<file path="src/rtl/ldpc_seq_pkg.sv">
package ldpc_seq_pkg;

  typedef enum logic [2:0] {
    ST_IDLE  = 3'd0,
    ST_INIT  = 3'd1,
    ST_CHECK = 3'd2,
    ST_VAR   = 3'd3,
    ST_DONE  = 3'd4
  } seq_state_t;

  // States that issue a memory read each cycle
  function automatic logic issues_read(input seq_state_t s);
    return (s == ST_INIT) || (s == ST_CHECK) || (s == ST_VAR);
  endfunction

  // Wrapping increment for the shared node address
  function automatic int unsigned wrap_next(input int unsigned v, input int unsigned top);
    return (v == top) ? 0 : v + 1;
  endfunction

endpackage

</file>
<file path="src/rtl/ldpc_phase_cnt.sv">
module ldpc_phase_cnt #(
  parameter int L  = 16,
  parameter int AW = $clog2(L)
) (
  input  logic          clk,
  input  logic          rst_n,
  input  logic          run_i,
  output logic [AW-1:0] cnt_o,
  output logic          last_o
);
  import ldpc_seq_pkg::*;

  localparam logic [AW-1:0] TOP = AW'(L - 1);

  logic [AW-1:0] cnt_q;

  always_ff @(posedge clk or negedge rst_n) begin
    if (!rst_n)      cnt_q <= '0;
    else if (!run_i) cnt_q <= '0;
    else             cnt_q <= AW'(wrap_next(int'(cnt_q), L - 1));
  end

  assign cnt_o  = cnt_q;
  assign last_o = run_i && (cnt_q == TOP);

  // after the last node index the address restarts at zero
  a_r3_wrap_to_zero: assert property (@(posedge clk) disable iff (!rst_n)
    last_o |=> (cnt_q == '0));

endmodule

</file>
<file path="src/rtl/ldpc_wb_delay.sv">
module ldpc_wb_delay #(
  parameter int DEPTH = 4,
  parameter int AW    = 4
) (
  input  logic          clk,
  input  logic          rst_n,
  input  logic          vld_i,
  input  logic          chk_i,
  input  logic [AW-1:0] addr_i,
  output logic          vld_o,
  output logic          chk_o,
  output logic [AW-1:0] addr_o,
  output logic          empty_o
);
  logic [DEPTH-1:0] vld_q;
  logic [DEPTH-1:0] chk_q;
  logic [AW-1:0]    addr_q [DEPTH];

  always_ff @(posedge clk or negedge rst_n) begin
    if (!rst_n) begin
      vld_q <= '0;
      chk_q <= '0;
      for (int i = 0; i < DEPTH; i++) addr_q[i] <= '0;
    end else begin
      vld_q[0]  <= vld_i;
      chk_q[0]  <= vld_i & chk_i;
      addr_q[0] <= addr_i;
      for (int i = 1; i < DEPTH; i++) begin
        vld_q[i]  <= vld_q[i-1];
        chk_q[i]  <= chk_q[i-1];
        addr_q[i] <= addr_q[i-1];
      end
    end
  end

  assign vld_o   = vld_q[DEPTH-1];
  assign chk_o   = chk_q[DEPTH-1];
  assign addr_o  = addr_q[DEPTH-1];
  assign empty_o = ~|vld_q;

  // a check-tagged write-back is always a valid write-back
  a_r4_tag_needs_valid: assert property (@(posedge clk) disable iff (!rst_n)
    chk_o |-> vld_o);

endmodule

</file>
<file path="src/rtl/ldpc_syn_acc.sv">
module ldpc_syn_acc (
  input  logic clk,
  input  logic rst_n,
  input  logic clr_i,
  input  logic sample_i,
  input  logic fail_i,
  output logic fail_now_o
);
  logic acc_q;

  always_ff @(posedge clk or negedge rst_n) begin
    if (!rst_n)     acc_q <= 1'b0;
    else if (clr_i) acc_q <= 1'b0;
    else            acc_q <= acc_q | (sample_i & fail_i);
  end

  // Includes the current write-back so the final one counts too
  assign fail_now_o = acc_q | (sample_i & fail_i);

  // a recorded failure persists until the next check phase begins
  a_r5_sticky_fail: assert property (@(posedge clk) disable iff (!rst_n)
    (acc_q && !clr_i) |=> acc_q);

endmodule

</file>
<file path="src/rtl/ldpc_iter_ctrl.sv">
module ldpc_iter_ctrl #(
  parameter int L        = 16,
  parameter int PIPE     = 4,
  parameter int MAX_ITER = 18,
  localparam int AW = $clog2(L),
  localparam int IW = $clog2(MAX_ITER + 1)
) (
  input  logic          clk,
  input  logic          rst_n,
  input  logic          start_i,
  input  logic          chk_fail_i,
  output logic          busy_o,
  output logic          init_mode_o,
  output logic          chk_mode_o,
  output logic          var_mode_o,
  output logic          rd_en_o,
  output logic [AW-1:0] rd_addr_o,
  output logic          wr_en_o,
  output logic [AW-1:0] wr_addr_o,
  output logic [IW-1:0] iter_o,
  output logic          done_o,
  output logic          converged_o,
  output logic [IW-1:0] iters_used_o
);
  import ldpc_seq_pkg::*;

  localparam logic [AW-1:0] ADDR_TOP = AW'(L - 1);
  localparam logic [IW-1:0] ITER_CAP = IW'(MAX_ITER);

  seq_state_t    st_q, st_nxt;
  logic [IW-1:0] iter_q;
  logic          conv_q;
  logic [IW-1:0] used_q;

  logic [AW-1:0] cnt;
  logic          cnt_last;
  logic          wb_vld, wb_chk, pipe_empty;
  logic [AW-1:0] wb_addr;
  logic          fail_now;

  // Named events for the assertions
  logic chk_entry;     // next cycle starts a check phase
  logic chk_last_wr;   // final write-back of a check phase
  logic conv_hit;      // that final write-back found no failure
  logic iter_out;      // final variable read of the last allowed iteration

  assign rd_en_o     = issues_read(st_q);
  assign init_mode_o = (st_q == ST_INIT);
  assign chk_mode_o  = (st_q == ST_CHECK);
  assign var_mode_o  = (st_q == ST_VAR);
  assign busy_o      = (st_q != ST_IDLE);
  assign rd_addr_o   = cnt;

  ldpc_phase_cnt #(.L(L), .AW(AW)) u_cnt (
    .clk(clk), .rst_n(rst_n), .run_i(rd_en_o),
    .cnt_o(cnt), .last_o(cnt_last)
  );

  ldpc_wb_delay #(.DEPTH(PIPE), .AW(AW)) u_wb (
    .clk(clk), .rst_n(rst_n),
    .vld_i(rd_en_o), .chk_i(chk_mode_o), .addr_i(cnt),
    .vld_o(wb_vld), .chk_o(wb_chk), .addr_o(wb_addr), .empty_o(pipe_empty)
  );

  assign chk_entry   = (st_nxt == ST_CHECK) && (st_q != ST_CHECK);
  assign chk_last_wr = wb_chk && (wb_addr == ADDR_TOP);

  ldpc_syn_acc u_acc (
    .clk(clk), .rst_n(rst_n), .clr_i(chk_entry),
    .sample_i(wb_chk), .fail_i(chk_fail_i), .fail_now_o(fail_now)
  );

  assign conv_hit = chk_last_wr && !fail_now;
  assign iter_out = (st_q == ST_VAR) && cnt_last && (iter_q == ITER_CAP);

  always_comb begin
    st_nxt = st_q;
    unique case (st_q)
      ST_IDLE:  if (start_i)  st_nxt = ST_INIT;
      ST_INIT:  if (cnt_last) st_nxt = ST_CHECK;
      ST_CHECK: if (cnt_last) st_nxt = ST_VAR;
      ST_VAR: begin
        if (conv_hit)      st_nxt = ST_DONE;
        else if (iter_out) st_nxt = ST_DONE;
        else if (cnt_last) st_nxt = ST_CHECK;
      end
      ST_DONE:  if (pipe_empty) st_nxt = ST_IDLE;
      default:  st_nxt = ST_IDLE;
    endcase
  end

  always_ff @(posedge clk or negedge rst_n) begin
    if (!rst_n) begin
      st_q   <= ST_IDLE;
      iter_q <= '0;
      conv_q <= 1'b0;
      used_q <= '0;
    end else begin
      st_q <= st_nxt;
      if (st_q == ST_IDLE && start_i) iter_q <= '0;
      else if (chk_entry)             iter_q <= iter_q + 1'b1;
      if (st_q == ST_VAR && conv_hit) begin
        conv_q <= 1'b1;
        used_q <= iter_q;
      end else if (iter_out) begin
        conv_q <= 1'b0;
        used_q <= ITER_CAP;
      end
    end
  end

  assign wr_en_o      = wb_vld;
  assign wr_addr_o    = wb_addr;
  assign iter_o       = iter_q;
  assign done_o       = (st_q == ST_DONE) && pipe_empty;
  assign converged_o  = conv_q;
  assign iters_used_o = used_q;

  // the read-side modes never overlap
  a_r3_one_mode: assert property (@(posedge clk) disable iff (!rst_n)
    $onehot0({init_mode_o, chk_mode_o, var_mode_o}));

  // idle means every write has drained
  a_r4_idle_no_write: assert property (@(posedge clk) disable iff (!rst_n)
    (st_q == ST_IDLE) |-> !wr_en_o);

  // the stop decision falls inside a variable phase
  a_r6_decide_in_var: assert property (@(posedge clk) disable iff (!rst_n)
    conv_hit |-> (st_q == ST_VAR));

  // the iteration count never passes its cap
  a_r7_iter_cap: assert property (@(posedge clk) disable iff (!rst_n)
    iter_q <= ITER_CAP);

  // completion lasts one cycle
  a_r8_done_single: assert property (@(posedge clk) disable iff (!rst_n)
    done_o |=> !done_o);

  // a busy frame only ends through completion
  a_r9_stay_busy: assert property (@(posedge clk) disable iff (!rst_n)
    (busy_o && !done_o) |=> busy_o);

  // moving from variable to check phase advances the iteration by one
  a_r10_iter_step: assert property (@(posedge clk) disable iff (!rst_n)
    (chk_entry && st_q == ST_VAR) |=> (iter_q == $past(iter_q) + 1'b1));

endmodule

</file>
<file path="config.mk">
export PLATFORM = sky130hd
export DESIGN_NAME = ldpc_iter_ctrl
export DESIGN_NICKNAME = d
export VERILOG_FILES = /design/src/rtl/ldpc_seq_pkg.sv /design/src/rtl/ldpc_phase_cnt.sv /design/src/rtl/ldpc_wb_delay.sv /design/src/rtl/ldpc_syn_acc.sv /design/src/rtl/ldpc_iter_ctrl.sv
export SDC_FILE = /design/constraint.sdc
export NUM_CORES = 1
export LEC_CHECK = 0
export BUFFER_PORTS_ARGS = -buffer_cell sky130_fd_sc_hd__buf_4
export CORE_ASPECT_RATIO = 0.5
export CORE_MARGIN = 1.5
export CORE_UTILIZATION = 53
export DETAILED_ROUTE_END_ITERATION = 8
export HOLD_SLACK_MARGIN = 0.12
export PLACE_DENSITY_LB_ADDON = 0.2
export REMOVE_ABC_BUFFERS = 1
export SLEW_MARGIN = 20
export SYNTH_ARGS = -nofsm -noshare
export SYNTH_HDL_FRONTEND = slang
export SYNTH_SLANG_ARGS = --single-unit
</file>
<file path="constraint.sdc">
create_clock -name clk -period 2.25 [get_ports clk]
set_clock_uncertainty 0.15 [all_clocks]
set_input_delay 0.45 -clock clk [delete_from_list [all_inputs] [get_ports clk]]
set_output_delay 0.45 -clock clk [all_outputs]
set_load 0.1 [all_outputs]
</file>
After elaboration in Yosys (flattened, before gate mapping). Cells that the tools add are included.

Flip-flop bits (word level): 43. Bits of input ports: 4. Output and inout port bits: 26. Word-level logic and storage cells: 60.

Add/sub/neg operators: 2. Equality and inequality tests: 9. Muxes and demuxes: 16. Bitwise logic cells: 3. Reduce and logical (&&, ||, !) cells: 18.

Operators with widths (count): $mux 5 (4); $mux 3 (6); $pmux 3 s5 (1); $eq 3x2->1 const B (3); $logic_and 1x1->1 (9); $eq 4x4->1 const B (2); $mux 4 (2); $add 5x1->5 const B (1); $eq 5x5->1 const B (1); $add 4x1->4 const B (1); $reduce_bool 2->1 (2); $reduce_or 4->1 (1); $eq 3x1->1 const B (1); $eq 3x3->1 const B (1); $logic_not 3->1 (1); $mux 1 (3); $ne 3x2->1 const B (1); $reduce_bool 3->1 (1); $and 1x1->1 (2); $logic_not 1->1 (2); $logic_or 1x1->1 (2); $or 1x1->1 (1).

Longest topological paths before layout.
Word-level depth: 13. Gate-level depth with buffers: 9.

Cells and area by module. From an unflattened synthesis, not the netlist that was laid out.

Cell total of the unflattened synthesis: 125. Area, all modules: 1664.1 µm².

By module, submodules not included: ldpc_iter_ctrl (instances 1, cells each 77, area each 794.5 µm², seq. area each 350.3 µm²); ldpc_wb_delay (instances 1, cells each 30, area each 649.4 µm², seq. area each 600.6 µm²); ldpc_phase_cnt (instances 1, cells each 15, area each 173.9 µm², seq. area each 100.1 µm²); ldpc_syn_acc (instances 1, cells each 3, area each 46.3 µm², seq. area each 25.0 µm²).

Worst setup path after synthesis. No wires, ideal clock.

Path type: reg-to-output. From: reg u_wb.vld_q[3]. To: out done_o. Data arrival time: 4.190 ns. Data required time: 1.650 ns. Setup slack: -2.540 ns. Stages on the path, launching flop included: 3. Path through: dfrtp_1 or4_4 nor4_1.

Cells in the longest elaborated chain, start to end: 3.

Ends and longest elaborated chain: start, declared (RTL line ldpc_wb_delay.sv:15) `logic [DEPTH-1:0] vld_q;`; start signal, assigned by index (RTL line ldpc_wb_delay.sv:29) `vld_q[i] <= vld_q[i-1];`; $reduce_or 4->1 (RTL line ldpc_wb_delay.sv:39) `assign empty_o = ~|vld_q;`; $logic_not 1->1 (RTL line ldpc_wb_delay.sv:39); $logic_and 1x1->1 (RTL line ldpc_iter_ctrl.sv:115) `assign done_o = (st_q == ST_DONE) && pipe_empty;`; end, declared (RTL line ldpc_iter_ctrl.sv:21) `output logic done_o,`.

Every way passes these cells.

Final worst setup path.
From: reg u_wb.vld_q[2]. To: out done_o.

The elaborated chain is that of the path after synthesis.

==> run summary <==
Status: finished with violations
Failing checks: negative setup slack
Half-perimeter wire length after placement: 2099 um
Drt first pass iters: 4
Max clock buf depth: 2
Final wirelength: 3195 um
Place WS: -0.02373 ns
Area delta synth->final: 31.69%
Post-Syn Area: 0.001595 mm^2
R2R cell count: 6
Synth area leaders: dfrtp_1 (67%), buf_4 (2.8%), ha_1 (2.4%)
Met3 wire len: 189 um
Post-Route Utilization: 0.7734
1st-iter DRT viols: 23
DRT antenna net count: 0
Crit path largest cell delay: 0.58 ns
Setup TNS: -0.03747 ns
WHS Path Cells: 0
Metal-1 WL: 1447 um
DR top layer: met4
Gate count after technology mapping: 118
Avg Inst Size Synth: 13.52 um^2
Period utilization: 1.017
Worst endpoint data arrival time: 1.69 ns
Synth Warn #: 0
Chip Width: 80.59 um
Share of cells above drive strength 1: 0.4000
Cell Rows: 13
Port Buf Inserts: 29
Crit. End Element: primary output
Max-slew violations: 0
CTS Buf Count: 5
Max Cap Violations: 0
CP delay by family, top: simple AND/OR/NAND/NOR gates
Hold Path Class: flip-flop to flip-flop
CTS tree: done
I/O pins: 30
Post-synth top area cell: dfrtp_1
Final #Nets: 171
F_max: 437.2 MHz
Initial antenna violation count: 0
Pin count of the biggest net entering global routing: 44
Setup Crit Path Kind: flip-flop to primary output
Worst-margin pin slew: 0.5207 ns
Antenna cell count: 0
Grt total ovfl: 0
Met2 WL post-DR: 1444 um
Sequential cell area: 0.001079 mm^2
Clk slew on worst S/H paths: 0.08 ns
GRT Total Usage: 0.2082
Clock sink total: 43
Crit path max fanout: 2
CTS Root Cell: clkbuf_8
Worst-Skew Late Latency: 0.30 ns
Vias in the first global route: 1037
CP required: 1.65 ns
WL per Instance: 15.82 um
Crit path cell chain: or4_4 -> nor4_4 -> buf_6
Buf/Inv on CP: 1
#FFs+latches synth: 43
Via/cell ratio: 5.500
Area share of the largest cell type after synthesis: 0.6745
Unrepaired setup endpoints after global routing: true
Vias: 1111
Total die area: 0.003368 mm^2
GP Congestion: 0.7965
Setup Viol. Count Final: 1
Initial Util: 0.5873
Post-CTS Setup Repair Bufs: 0
Crit start category: flip-flop
Final Hold Violating Endpoints: 0
Residual DRC: 0
CP Depth: 3
Area of the multi-input gates: 500.5 um^2
Worst setup margin: -0.03747 ns
WHS: 0.2042 ns
Filler cells: 182
Critical Path Slowest Stage Cell: or4_4
Max transition margin: 0.6528
Global-route wire length before repair: 4926 um
Post-synthesis sequential area ratio: 0.6745
H-tree level count: 2
Final min period: 2.287 ns
CORE AREA: 0.002716 mm^2
Post-synthesis cell type count: 37
Die Span Y: 41.80 um
==> layout make-up <==
cell class                 count  share of cell area
sequential                    43              0.5134
clock inverter                 3             0.02085
clock buffer                   5             0.03276
multi-input combinational     65              0.2382
timing repair buffer          45              0.1656
inverter                       4            0.007147
tap                           37             0.02204
==> per-layer routing <==
metal / global-route usage / vias to the layer above
li1: - / 506
met1: 0.2765 / 540
met2: 0.3092 / 46
met3: 0.06813 / 19
met4: 0.1034 / 0
met5: 0 / -
==> synthesized netlist by cell type <==
master,count
mux2i_1,1
nand3_1,6
nor2_2,1
o31ai_2,1
nand4_1,1
a31oi_1,1
a21o_1,1
nand2_1,10
nand3_2,1
nor3b_2,2
and2_1,2
dfrtp_1,43
or4_4,1
nand3b_1,1
ha_1,3
nor4_1,2
nand2b_1,1
o211ai_1,1
inv_1,3
nor3_1,3
o31ai_1,1
o311ai_0,1
a21boi_1,1
o21ai_0,3
o21ai_1,1
nand4bb_1,3
a31o_1,1
o22a_1,2
buf_4,6
nor2_1,5
a41oi_1,1
a22o_1,2
inv_2,1
xor2_1,1
or3_1,2
a21boi_4,1
xnor2_1,1
==> worst register-to-register path, stage by stage (launching register included) <==
cell,delay [ns]
dfrtp_1,0.39
or4_4,0.58
nand3_2,0.11
nand2b_1,0.08
nand4bb_4,0.24
or3_1,0.37
a21boi_1,0.14
==> cells by family after synthesis <==
| group | after synthesis | synth area share |
|---|---|---|
| AO/OA/AOI/OAI | 18 | 0.09334 |
| adder cells (fa/ha/maj) | 3 | 0.02353 |
| XOR/XNOR | 2 | 0.01098 |
| buffers and inverters | 10 | 0.03764 |
| flip-flops | 43 | 0.6745 |
| multiplexers | 1 | 0.006275 |
| AND/OR/NAND/NOR | 41 | 0.1537 |
==> final timing paths <==
path	end	from	slack [ns]
max in group asynchronous	st_q[0]$_DFF_PN0_	rst_n	1.05
worst max-delay path	done_o	u_wb.vld_q[2]$_DFF_PN0_	-0.04
worst min-delay path	u_wb.addr_q[10]$_DFF_PN0_	u_wb.addr_q[14]$_DFF_PN0_	0.20
min in group asynchronous	u_wb.addr_o[1]$_DFF_PN0_	rst_n	0.52
worst min register to register	u_wb.addr_q[10]$_DFF_PN0_	u_wb.addr_q[14]$_DFF_PN0_	0.20
worst max register to register	iter_o[3]$_DFFE_PN0P_	u_wb.vld_q[2]$_DFF_PN0_	0.13
==> layout by cell type, fill, tap and decap left out, types with 2 or more instances in the layout <==
cell	count
nor2_1	5
nor3_1	3
nand3_1	5
nor3b_2	2
o22a_1	2
clkbuf_8	5
buf_4	42
ha_1	3
buf_6	2
nand2_1	10
inv_1	3
a22o_1	2
o21ai_0	3
dfrtp_1	41
dfrtp_2	2
and2_1	2
nand4bb_1	2
nand3_2	2
==> registers in the layout (all words and copies together), names as in the netlist <==
name and cells:
u_acc.acc_q 1, iter_o 5, st_q 3, u_wb.chk_q 4
iters_used_o 5, u_cnt.cnt_o 4, u_wb.vld_q 4, converged_o 1
u_wb.addr_o 4, u_wb.addr_q 12
==> timing repair <==
item / 4_1_cts / 5_1_grt
resized for setup: 4 / 6
endpoints found under the setup margin: 2 / 5
pin swaps: 1 / 1
hold endpoints to repair: 43 / 0
hold buffers: 1 / 0
==> per-stage QoR <==
step | area, um^2 | std cells
finish | 2101 | 202
global route | 2101 | 202
CTS | 2073 | 202
detailed placement | 1927 | 193
global placement | 1927 | 193
floorplan | 1550 | 112
Power is not shown: default switching activity piles up to over one toggle a cycle in this logic, so the estimate is an artifact.
